[src/rtl/gpio_port_pkg.sv]
package gpio_port_pkg;

    parameter int PIN_W  = 2;
    parameter int DATA_W = 8;
    parameter int ADDR_W = 2;

    localparam logic [ADDR_W-1:0] LOC_DATA = 2'd0;
    localparam logic [ADDR_W-1:0] LOC_DIR  = 2'd1;
    localparam logic [ADDR_W-1:0] LOC_PIN  = 2'd2;

    localparam logic [PIN_W-1:0] DATA_RST = '1;
    localparam logic [PIN_W-1:0] DIR_RST  = '0;

    typedef struct packed {
        logic [PIN_W-1:0] odata;
        logic [PIN_W-1:0] dir;
    } port_state_t;

endpackage

[src/rtl/gpio_port_sync.sv]
module gpio_port_sync
    import gpio_port_pkg::*;
#(
    parameter int STAGES = 2
) (
    input  logic             clk,
    input  logic             rst_n,
    input  logic [PIN_W-1:0] pin_in,
    output logic [PIN_W-1:0] pin_sync
);

    typedef logic [STAGES-1:0][PIN_W-1:0] chain_t;

    chain_t chain_d, chain_q;

    always_comb begin
        chain_d = chain_q;
        chain_d[0] = pin_in;
        for (int s = 1; s < STAGES; s++) begin
            chain_d[s] = chain_q[s-1];
        end
    end

    always_ff @(posedge clk or negedge rst_n) begin
        if (!rst_n) chain_q <= '0;
        else        chain_q <= chain_d;
    end

    assign pin_sync = chain_q[STAGES-1];

    // Checker state: marks that one full cycle out of reset has elapsed.
    logic warm_q;
    always_ff @(posedge clk or negedge rst_n) begin
        if (!rst_n) warm_q <= 1'b0;
        else        warm_q <= 1'b1;
    end

    assert_first_stage_R7: assert property (@(posedge clk) disable iff (!rst_n)
        warm_q |-> chain_q[0] == $past(pin_in));

    generate
        for (genvar g = 1; g < STAGES; g++) begin : g_stage_chk
            assert_stage_shift_R7: assert property (@(posedge clk) disable iff (!rst_n)
                warm_q |-> chain_q[g] == $past(chain_q[g-1]));
        end
    endgenerate

endmodule

[src/rtl/gpio_port_regs.sv]
module gpio_port_regs
    import gpio_port_pkg::*;
(
    input  logic              clk,
    input  logic              rst_n,
    input  logic              bus_en,
    input  logic              bus_wr,
    input  logic [ADDR_W-1:0] bus_addr,
    input  logic [DATA_W-1:0] bus_wdata,
    input  logic [PIN_W-1:0]  pin_sync,
    output logic [PIN_W-1:0]  odata,
    output logic [PIN_W-1:0]  dir,
    output logic [DATA_W-1:0] bus_rdata
);

    localparam int PAD_W = DATA_W - PIN_W;

    port_state_t st_d, st_q;
    logic        wr_data, wr_dir;

    assign wr_data = bus_en && bus_wr && (bus_addr == LOC_DATA);
    assign wr_dir  = bus_en && bus_wr && (bus_addr == LOC_DIR);

    always_comb begin
        st_d = st_q;
        if (wr_data) st_d.odata = bus_wdata[PIN_W-1:0];
        if (wr_dir)  st_d.dir   = bus_wdata[PIN_W-1:0];
    end

    always_ff @(posedge clk or negedge rst_n) begin
        if (!rst_n) begin
            st_q.odata <= DATA_RST;
            st_q.dir   <= DIR_RST;
        end else begin
            st_q <= st_d;
        end
    end

    always_comb begin
        case (bus_addr)
            LOC_DATA: bus_rdata = {{PAD_W{1'b0}}, st_q.odata};
            LOC_DIR:  bus_rdata = {{PAD_W{1'b0}}, st_q.dir};
            LOC_PIN:  bus_rdata = {{PAD_W{1'b0}}, pin_sync};
            default:  bus_rdata = '0;
        endcase
    end

    assign odata = st_q.odata;
    assign dir   = st_q.dir;

    assert_reset_value_R1: assert property (@(posedge clk) disable iff (!rst_n)
        $rose(rst_n) |-> (odata == DATA_RST && dir == DIR_RST));

    assert_reserved_zero_R2: assert property (@(posedge clk) disable iff (!rst_n)
        bus_rdata[DATA_W-1:PIN_W] == '0);

    assert_dir_write_keeps_data_R5: assert property (@(posedge clk) disable iff (!rst_n)
        (bus_en && bus_wr && bus_addr == LOC_DIR) |=> $stable(odata));

    assert_idle_no_change_R9: assert property (@(posedge clk) disable iff (!rst_n)
        !bus_en |=> ($stable(odata) && $stable(dir)));

    assert_unmapped_write_R8: assert property (@(posedge clk) disable iff (!rst_n)
        (bus_en && bus_wr && bus_addr[1]) |=> ($stable(odata) && $stable(dir)));

endmodule

[src/rtl/gpio_port_pads.sv]
module gpio_port_pads
    import gpio_port_pkg::*;
(
    input  logic [PIN_W-1:0] odata,
    input  logic [PIN_W-1:0] dir,
    output logic [PIN_W-1:0] pad_oe,
    output logic [PIN_W-1:0] pad_out,
    output logic [PIN_W-1:0] pad_pu
);

    generate
        for (genvar p = 0; p < PIN_W; p++) begin : g_pin
            always_comb begin
                pad_oe[p]  = dir[p];
                pad_out[p] = dir[p] ? odata[p] : 1'b0;
                pad_pu[p]  = dir[p] ? 1'b0 : odata[p];
            end

            always_comb begin
                assert_no_pull_while_driving_R3: assert (!(pad_oe[p] && pad_pu[p]));
                assert_released_low_R4: assert (pad_oe[p] || !pad_out[p]);
            end
        end
    endgenerate

endmodule

[src/rtl/gpio_port_top.sv]
module gpio_port_top
    import gpio_port_pkg::*;
(
    input  logic              clk,
    input  logic              rst_n,
    input  logic              bus_en,
    input  logic              bus_wr,
    input  logic [ADDR_W-1:0] bus_addr,
    input  logic [DATA_W-1:0] bus_wdata,
    output logic [DATA_W-1:0] bus_rdata,
    input  logic [PIN_W-1:0]  pin_in,
    output logic [PIN_W-1:0]  pad_oe,
    output logic [PIN_W-1:0]  pad_out,
    output logic [PIN_W-1:0]  pad_pu
);

    logic [PIN_W-1:0] pin_sync;
    logic [PIN_W-1:0] odata;
    logic [PIN_W-1:0] dir;

    gpio_port_sync #(.STAGES(2)) sync_i (
        .clk      (clk),
        .rst_n    (rst_n),
        .pin_in   (pin_in),
        .pin_sync (pin_sync)
    );

    gpio_port_regs regs_i (
        .clk       (clk),
        .rst_n     (rst_n),
        .bus_en    (bus_en),
        .bus_wr    (bus_wr),
        .bus_addr  (bus_addr),
        .bus_wdata (bus_wdata),
        .pin_sync  (pin_sync),
        .odata     (odata),
        .dir       (dir),
        .bus_rdata (bus_rdata)
    );

    gpio_port_pads pads_i (
        .odata   (odata),
        .dir     (dir),
        .pad_oe  (pad_oe),
        .pad_out (pad_out),
        .pad_pu  (pad_pu)
    );

endmodule

[config.mk]
export PLATFORM = sky130hd
export DESIGN_NAME = gpio_port_top
export DESIGN_NICKNAME = d
export VERILOG_FILES = /design/src/rtl/gpio_port_pkg.sv /design/src/rtl/gpio_port_sync.sv /design/src/rtl/gpio_port_regs.sv /design/src/rtl/gpio_port_pads.sv /design/src/rtl/gpio_port_top.sv
export SDC_FILE = /design/constraint.sdc
export NUM_CORES = 1
export LEC_CHECK = 0
export BUFFER_PORTS_ARGS = -buffer_cell sky130_fd_sc_hd__buf_2
export CAP_MARGIN = 0
export CORE_AREA = 2 2 39 41
export CTS_CLUSTER_SIZE = 14
export DETAILED_ROUTE_END_ITERATION = 16
export DIE_AREA = 0 0 41 43
export PLACE_DENSITY_LB_ADDON = 0.05
export SYNTH_ARGS = -nofsm -noshare
export SYNTH_HDL_FRONTEND = slang
export SYNTH_HIERARCHICAL = 1
export SYNTH_SLANG_ARGS = --single-unit
[constraint.sdc]
create_clock -name clk -period 0.8 [get_ports clk]
set_input_delay 0.16 -clock clk [delete_from_list [all_inputs] [get_ports clk]]
set_output_delay 0.16 -clock clk [all_outputs]
set_load 0.02 [all_outputs]
# == After elaboration in Yosys (flattened, before gate mapping) ==
# Cells that the tools add are included.
# word_totals
output_inout_bits,14
ff_bits,8
mem_bits_ro,0
latch_bits,0
mem_count,0
mem_bits_rw,0
in_bits,16
# classes
bitwise_logic,0
mux,5
multipliers,0
addsub,0
n_reduce_logical,4
eq_ne,2
div,0
n_shift,0
order_cmp,0
# ops
cell,n
2-bit case mux with 3 select lines,1
1-bit 2-to-1 mux,4
1-bit logical AND,3
"2-bit by 1-bit == test with 1-bit output, second input constant",1
"2-bit == test, second input constant",1
2-bit zero test,1

# == Depth between registers and ports, before layout ==
# Gate-level depths: netlist of run 1.
# logic_depth
ltp_word,2
ltp_mapped,2

# == Modules after synthesis ==
# Netlist of run 1, hierarchy kept.
# modules_own_cells
module,n_inst,area_each_um2,cells_each
gpio_port_regs,1,276.5,22
gpio_port_sync,1,100.1,4
gpio_port_pads,1,47.5,6

# == Worst setup path after synthesis of run 1 ==
# Ideal clock, no wire load.
# synth_timing
path_type,reg-to-output
startpoint,register regs_i/odata[0] (netlist name)
endpoint,output port bus_rdata[0]
path_slack_ns,-0.298
required_time_ns,0.640
t_arrival_ns,0.938
stages_incl_launch_ff,3
path_cell_list,dfstp_2 -> mux2i_1 -> o2bb2ai_1
# synth_via
elab_chain_len,1
# synth_lines
item,line,rtl
2-bit case mux with 3 select lines,gpio_port_regs.sv:40,case (bus_addr)
to (decl),gpio_port_top.sv:10,"output logic [DATA_W-1:0] bus_rdata,"
# No other way between the ends.

# == Final worst setup path of run 1 ==
# layout_timing
startpoint,register regs_i/odata[0] (netlist name)
endpoint,output port bus_rdata[0]
# layout_via
elab_chain_len,1
# layout_lines
item,line
2-bit case mux with 3 select lines,gpio_port_regs.sv:40
# No other way between the ends.

==> results.sh, run 1 <==
export IMPL_clock_latency_ns=0.24
export IMPL_rsz0062_at_grt="true"
export IMPL_clockRootBuffer="clkbuf_4"
export IMPL_path_class="flop to output port"
export IMPL_place_ws_ns=-0.259
export IMPL_dp_hpwl_um=565
export IMPL_netlist_area_sq_um=424
export IMPL_r2r_end="regs_i/dir[1]"
export IMPL_layout_common_cells="buf_6, buf_2, buf_4, conb_1, dfrtp_1"
export IMPL_fin_nets=76
export IMPL_drtAntennaViolNets=0
export IMPL_antenna_found_initial=0
export IMPL_htreeDepth=1
export IMPL_die_x_um=41
export IMPL_setup_tns_ns=-3.35
export IMPL_drive_gt1_frac=0.759
export IMPL_cts_made_buffers=3
export IMPL_crit_path_max_fanout=4
export IMPL_cp_required_ns=0.64
export IMPL_min_period_over_period=1.62
export IMPL_r2r_slack_ns=-0.11
export IMPL_core_region_area_sq_um=1380
export IMPL_dieHeight_um=43
export IMPL_first_pass_iters=1
export IMPL_slowest_delay_ns=0.54
export IMPL_overflow=0
export IMPL_syn_inst=32
export IMPL_start_util=0.307
export IMPL_area_growth_pct=58.4
export IMPL_synth_cell_type_count=11
export IMPL_outcome="finished with violations"
export IMPL_ir_worst_vdd_uv=958
export IMPL_violations="setup timing"
export IMPL_min_path_type="input pin to flop"
export IMPL_r2r_cells=2
export IMPL_leakagePower_nw=0.339
export IMPL_diodes=0
export IMPL_holdCritStartpoint="pin_in[1]"
export IMPL_gp_congestion=0.629
export IMPL_power_frac_comb=0.425
export IMPL_period_needed_ns=1.29
export IMPL_hold_violations=0
export IMPL_cts_buffer_depth=2
export IMPL_grt_max_degree=9
export IMPL_grt_pass1_wl_um=1060
export IMPL_startpoint_type="flop"
export IMPL_clock_sinks=8
export IMPL_final_common_cell="buf_6"
export IMPL_power_switching_uw=428
export IMPL_placementRows=14
export IMPL_fillers=130
export IMPL_grt_pass1_vias=275
export IMPL_hold_end="sync_i/chain_d[3]"
export IMPL_whs_ns=0.0187
export IMPL_worstSetupEndpointType="output port"
export IMPL_finalSetupViolations=11
export IMPL_r2r_start="regs_i/dir[1]"
export IMPL_cts_tree="done"
export IMPL_power_density_nw_per_um2=2160
export IMPL_first_iter_violations=0
export IMPL_setup_ws_ns=-0.493
export IMPL_crit_chain="mux2i_1 -> o2bb2ai_2 -> buf_6"
export IMPL_drt_wl_total_um=714
export IMPL_clk_pin_slew_ns=0.05
export IMPL_grtUsageTotal=0.0915
export IMPL_min_path_cells=1
export IMPL_dieArea_sq_um=1760
export IMPL_wl_per_cell_um=9.65
export IMPL_ys_seq_area_frac=0.478
export IMPL_synth_seq_cells=8
export IMPL_via_per_inst=4.07
export IMPL_clock_power_share=0.203
export IMPL_skew_ns=0.00000849
export IMPL_yosys_warnings=6
export IMPL_ios=30
export IMPL_vias=301
export IMPL_utilization=0.486
export IMPL_arrival_ns=1.13
export IMPL_syn_avg_cell_area_sq_um=13.3
export IMPL_fmax_mhz=773
export IMPL_swShare=0.295
export IMPL_drc_errors=0
export IMPL_worst_path_max_delay_cell="dfstp_2"
export IMPL_p_int_mw=1.02
export IMPL_p_seq_frac=0.372
export IMPL_cap_violations=0
export IMPL_drv_slew=0
export IMPL_port_buffers=17
export IMPL_fin_total_pwr_mw=1.45
==> Yosys cell counts <==
library cell / number / area, sq um
buf_4: 8 / 60.1
dfrtp_1: 6 / 150
conb_1: 1 / 3.75
mux2_2: 4 / 45.0
and2b_2: 3 / 26.3
nor4bb_4: 1 / 25.0
and2_2: 2 / 15.0
nand4b_1: 1 / 8.76
mux2i_1: 2 / 20.0
o2bb2ai_1: 2 / 17.5
dfstp_2: 2 / 52.6
==> how the worst max path moves through the flow <==
| stage | startpoint | end | slack [ns] | cells after the start |
|---|---|---|---|---|
| 5_1_grt | regs_i/odata[1] | bus_rdata[1] | -0.56 | 3 |
| 3_3_place_gp | bus_addr[0] | regs_i/odata[0] | -0.25 | 3 |
| 6_report | regs_i/odata[0] | bus_rdata[0] | -0.49 | 3 |
| 2_1_floorplan | regs_i/odata[0] | bus_rdata[0] | -0.18 | 2 |
| 4_1_cts | regs_i/odata[0] | bus_rdata[0] | -0.50 | 3 |
| 3_5_place_dp | bus_addr[0] | regs_i/odata[1] | -0.26 | 3 |
==> metrics by stage <==
| stage | instance area, sq um | instances |
|---|---|---|
| global placement | 531 | 66 |
| CTS | 618 | 72 |
| global route | 672 | 74 |
| detailed placement | 531 | 66 |
| floorplan | 455 | 37 |
| finish | 672 | 74 |
==> critical path, delay by kind of cell (launching register included) <==
family	cells	cell delay, ns
flops	1	0.54
compound gates	1	0.13
buf+inv	1	0.13
mux	1	0.08
==> kinds of logic (layout without fill, tap and decap cells) <==
kind of cell / count (synthesis) / count (layout) / synth area share
simple gates: 7 / 7 / 0.177
mux: 6 / 6 / 0.153
other cells: 1 / 6 / 0.00884
compound gates: 2 / 2 / 0.0413
buf+inv: 8 / 29 / 0.142
flops: 8 / 8 / 0.478
==> registers in the layout (all words and copies together), names as in the netlist <==
register,flops
regs_i/dir,2
regs_i/odata,2
sync_i/chain_d,2
sync_i/pin_sync,2
==> repair_timing <==
action,4_1_cts,5_1_grt
hold endpoints to repair,8,0
resized for setup,13,13
gates cloned,0,0
setup endpoints to repair,10,12
hold buffers,1,0
setup buffers,2,2
==> cell type report <==
cell class              count  area, sq um  share of cell area
multi-input cells          21          205               0.305
flip-flops and latches      8          205               0.305
repair buffers             26          219               0.326
well taps                  16         20.0              0.0298
clock buffers               3         22.5              0.0335
==> layer usage <==
| metal | vias to the layer above | track usage | share of wire |
|---|---|---|---|
| met2 | 13 | 0.134 | 0.51 |
| li1 | 147 | - | - |
| met3 | 0 | 0.0157 | 0.076 |
| met5 | - | 0 | 0 |
| met4 | 0 | 0.0800 | 0 |
| met1 | 141 | 0.107 | 0.41 |
==> power by group through the flow <==
stage | Clock (mW) | Sequential, mW | Combinational, mW
final | 0.295 | 0.540 | 0.617
after global routing | 0.345 | 0.550 | 0.654
after CTS | 0.306 | 0.528 | 0.521
after global placement | 0 | 0.533 | 0.393
after detailed placement | 0 | 0.535 | 0.393
after floorplan | 0 | 0.520 | 0.314
Power figures use the tool's default switching activity.
==> inputs of run 2 (changes only) <==
--- a/config.mk
+++ b/config.mk
@@ -7,10 +7,12 @@
 export LEC_CHECK = 0
 export BUFFER_PORTS_ARGS = -buffer_cell sky130_fd_sc_hd__buf_2
 export CAP_MARGIN = 0
-export CORE_AREA = 2 2 39 41
+export CELL_PAD_IN_SITES_DETAIL_PLACEMENT = 1
+export CELL_PAD_IN_SITES_GLOBAL_PLACEMENT = 1
+export CORE_MARGIN = 2
+export CORE_UTILIZATION = 25
 export CTS_CLUSTER_SIZE = 14
 export DETAILED_ROUTE_END_ITERATION = 16
-export DIE_AREA = 0 0 41 43
 export PLACE_DENSITY_LB_ADDON = 0.05
 export SYNTH_ARGS = -nofsm -noshare
 export SYNTH_HDL_FRONTEND = slang
==> run 2 against run 1 <==
  * The flow still finishes with violations (setup timing)
  * Non-clock buffer count up 2
  * Power down 0.25%
  * Register-to-register slack about the same
  * Utilization down 3.9 points
  * First-iteration DRC count unchanged
  * Cell count up 2.7%
  * Critical path depth unchanged
  * Sequential power about the same
  * Highest routed layer unchanged
==> results.sh, run 2 (synthesis gave the netlist of run 1 again) <==
export IMPL_outcome="finished with violations"
export IMPL_violations="setup timing"
export IMPL_drt_wl_total_um=887
export IMPL_htreeDepth=1
export IMPL_worst_path_max_delay_cell="dfstp_2"
export IMPL_cts_made_buffers=3
export IMPL_rsz0062_at_grt="true"
export IMPL_clockRootBuffer="clkbuf_4"
export IMPL_drv_slew=0
export IMPL_arrival_ns=1.16
export IMPL_min_period_over_period=1.65
export IMPL_power_frac_comb=0.422
export IMPL_grt_pass1_wl_um=1320
export IMPL_min_path_type="input pin to flop"
export IMPL_clk_pin_slew_ns=0.05
export IMPL_die_x_um=45.2
export IMPL_crit_chain="mux2i_1 -> o2bb2ai_2 -> buf_6"
export IMPL_dieHeight_um=45.2
export IMPL_clock_latency_ns=0.24
export IMPL_grtUsageTotal=0.0984
export IMPL_ir_worst_vdd_uv=1030
export IMPL_power_density_nw_per_um2=2100
export IMPL_overflow=0
export IMPL_cp_required_ns=0.64
export IMPL_path_class="flop to output port"
export IMPL_cap_violations=0
export IMPL_gp_congestion=0.640
export IMPL_area_growth_pct=62.2
export IMPL_drc_errors=0
export IMPL_clock_sinks=8
export IMPL_start_util=0.275
export IMPL_vias=310
export IMPL_dpl_cell_area_sq_um=538
export IMPL_cts_buffer_depth=2
export IMPL_layout_common_cells="buf_6, buf_2, buf_4, conb_1, dfrtp_1"
export IMPL_setup_ws_ns=-0.519
export IMPL_power_switching_uw=434
export IMPL_diodes=0
export IMPL_via_per_inst=4.08
export IMPL_antenna_found_initial=0
export IMPL_swShare=0.300
export IMPL_drive_gt1_frac=0.733
export IMPL_period_needed_ns=1.32
export IMPL_placementRows=14
export IMPL_fmax_mhz=758
export IMPL_ios=30
export IMPL_r2r_start="regs_i/dir[1]"
export IMPL_leakagePower_nw=0.344
export IMPL_finalSetupViolations=10
export IMPL_first_iter_violations=0
export IMPL_port_buffers=17
export IMPL_fin_nets=78
export IMPL_crit_path_max_fanout=4
export IMPL_clock_power_share=0.202
export IMPL_grt_pass1_vias=291
export IMPL_min_path_cells=2
export IMPL_hold_violations=0
export IMPL_dieArea_sq_um=2040
export IMPL_startpoint_type="flop"
export IMPL_p_int_mw=1.01
export IMPL_holdCritStartpoint="bus_wdata[1]"
export IMPL_hold_end="regs_i/dir[1]"
export IMPL_fin_total_pwr_mw=1.45
export IMPL_core_region_area_sq_um=1540
export IMPL_first_pass_iters=1
export IMPL_slowest_delay_ns=0.54
export IMPL_grt_max_degree=9
export IMPL_wl_per_cell_um=11.7
export IMPL_r2r_end="regs_i/dir[1]"
export IMPL_setup_tns_ns=-3.33
export IMPL_r2r_cells=2
export IMPL_skew_ns=0.0000355
export IMPL_drtAntennaViolNets=0
export IMPL_final_common_cell="buf_6"
export IMPL_p_seq_frac=0.375
export IMPL_cts_tree="done"
export IMPL_r2r_slack_ns=-0.12
export IMPL_final_area_sq_um=688
export IMPL_worstSetupEndpointType="output port"
[run 2: final cells by class]
cell class              instances  area [sq um]
repair buffers                 28           239
clock buffers                   3          22.5
well taps                      16          20.0
flip-flops and latches          8           205
multi-input cells              21           201
fillers                       172           853
[run 2: power by group through the flow]
stage,Clock [mW],Combinational [mW],Sequential [mW]
detailed placement,0,0.403,0.537
global placement,0,0.397,0.533
floorplan,0,0.314,0.520
CTS,0.312,0.540,0.531
finish,0.293,0.611,0.543
global route,0.345,0.650,0.556
[run 2: what timing repair did]
action,4_1_cts,5_1_grt
endpoints found under the setup margin,11,11
buffers inserted,2,1
resized for setup,15,10
hold endpoints to repair,8,2
hold buffers,1,2
pin swaps,1,0
[run 2: per-stage QoR]
stage	instances	setup WS, ns	hold slack, ns	utilization
CTS	73	-0.523	0.00555	0.410
global route	76	-0.612	0.155	0.446
floorplan	37	-0.178	-0.136	-
finish	76	-0.519	0.163	0.446
detailed placement	67	-0.267	0.00804	0.349
global placement	67	-0.247	0.00560	0.349
[run 2: how the worst max path moves through the flow]
stage	cells past startpoint	slack, ns	end	startpoint
detailed placement	3	-0.27	regs_i/odata[0]	bus_addr[0]
global placement	3	-0.25	regs_i/odata[1]	bus_addr[0]
CTS	3	-0.52	bus_rdata[1]	regs_i/odata[1]
finish	3	-0.52	bus_rdata[0]	regs_i/odata[0]
global route	3	-0.61	bus_rdata[0]	regs_i/odata[0]
floorplan	2	-0.18	bus_rdata[0]	regs_i/odata[0]
[run 2: critical path, delay by kind of cell (launching register included)]
kind,cells,cell delay (ns)
compound gates,1,0.14
buf+inv,1,0.13
mux,1,0.10
flops,1,0.54
[run 2: metal layers]
| layer | global-route usage | routed length [um] | part of all wire |
|---|---|---|---|
| met5 | 0 | 0 | 0 |
| met1 | 0.106 | 346 | 0.39 |
| met2 | 0.157 | 475 | 0.54 |
| met3 | 0.0240 | 64 | 0.072 |
| met4 | 0.0882 | 0 | 0 |
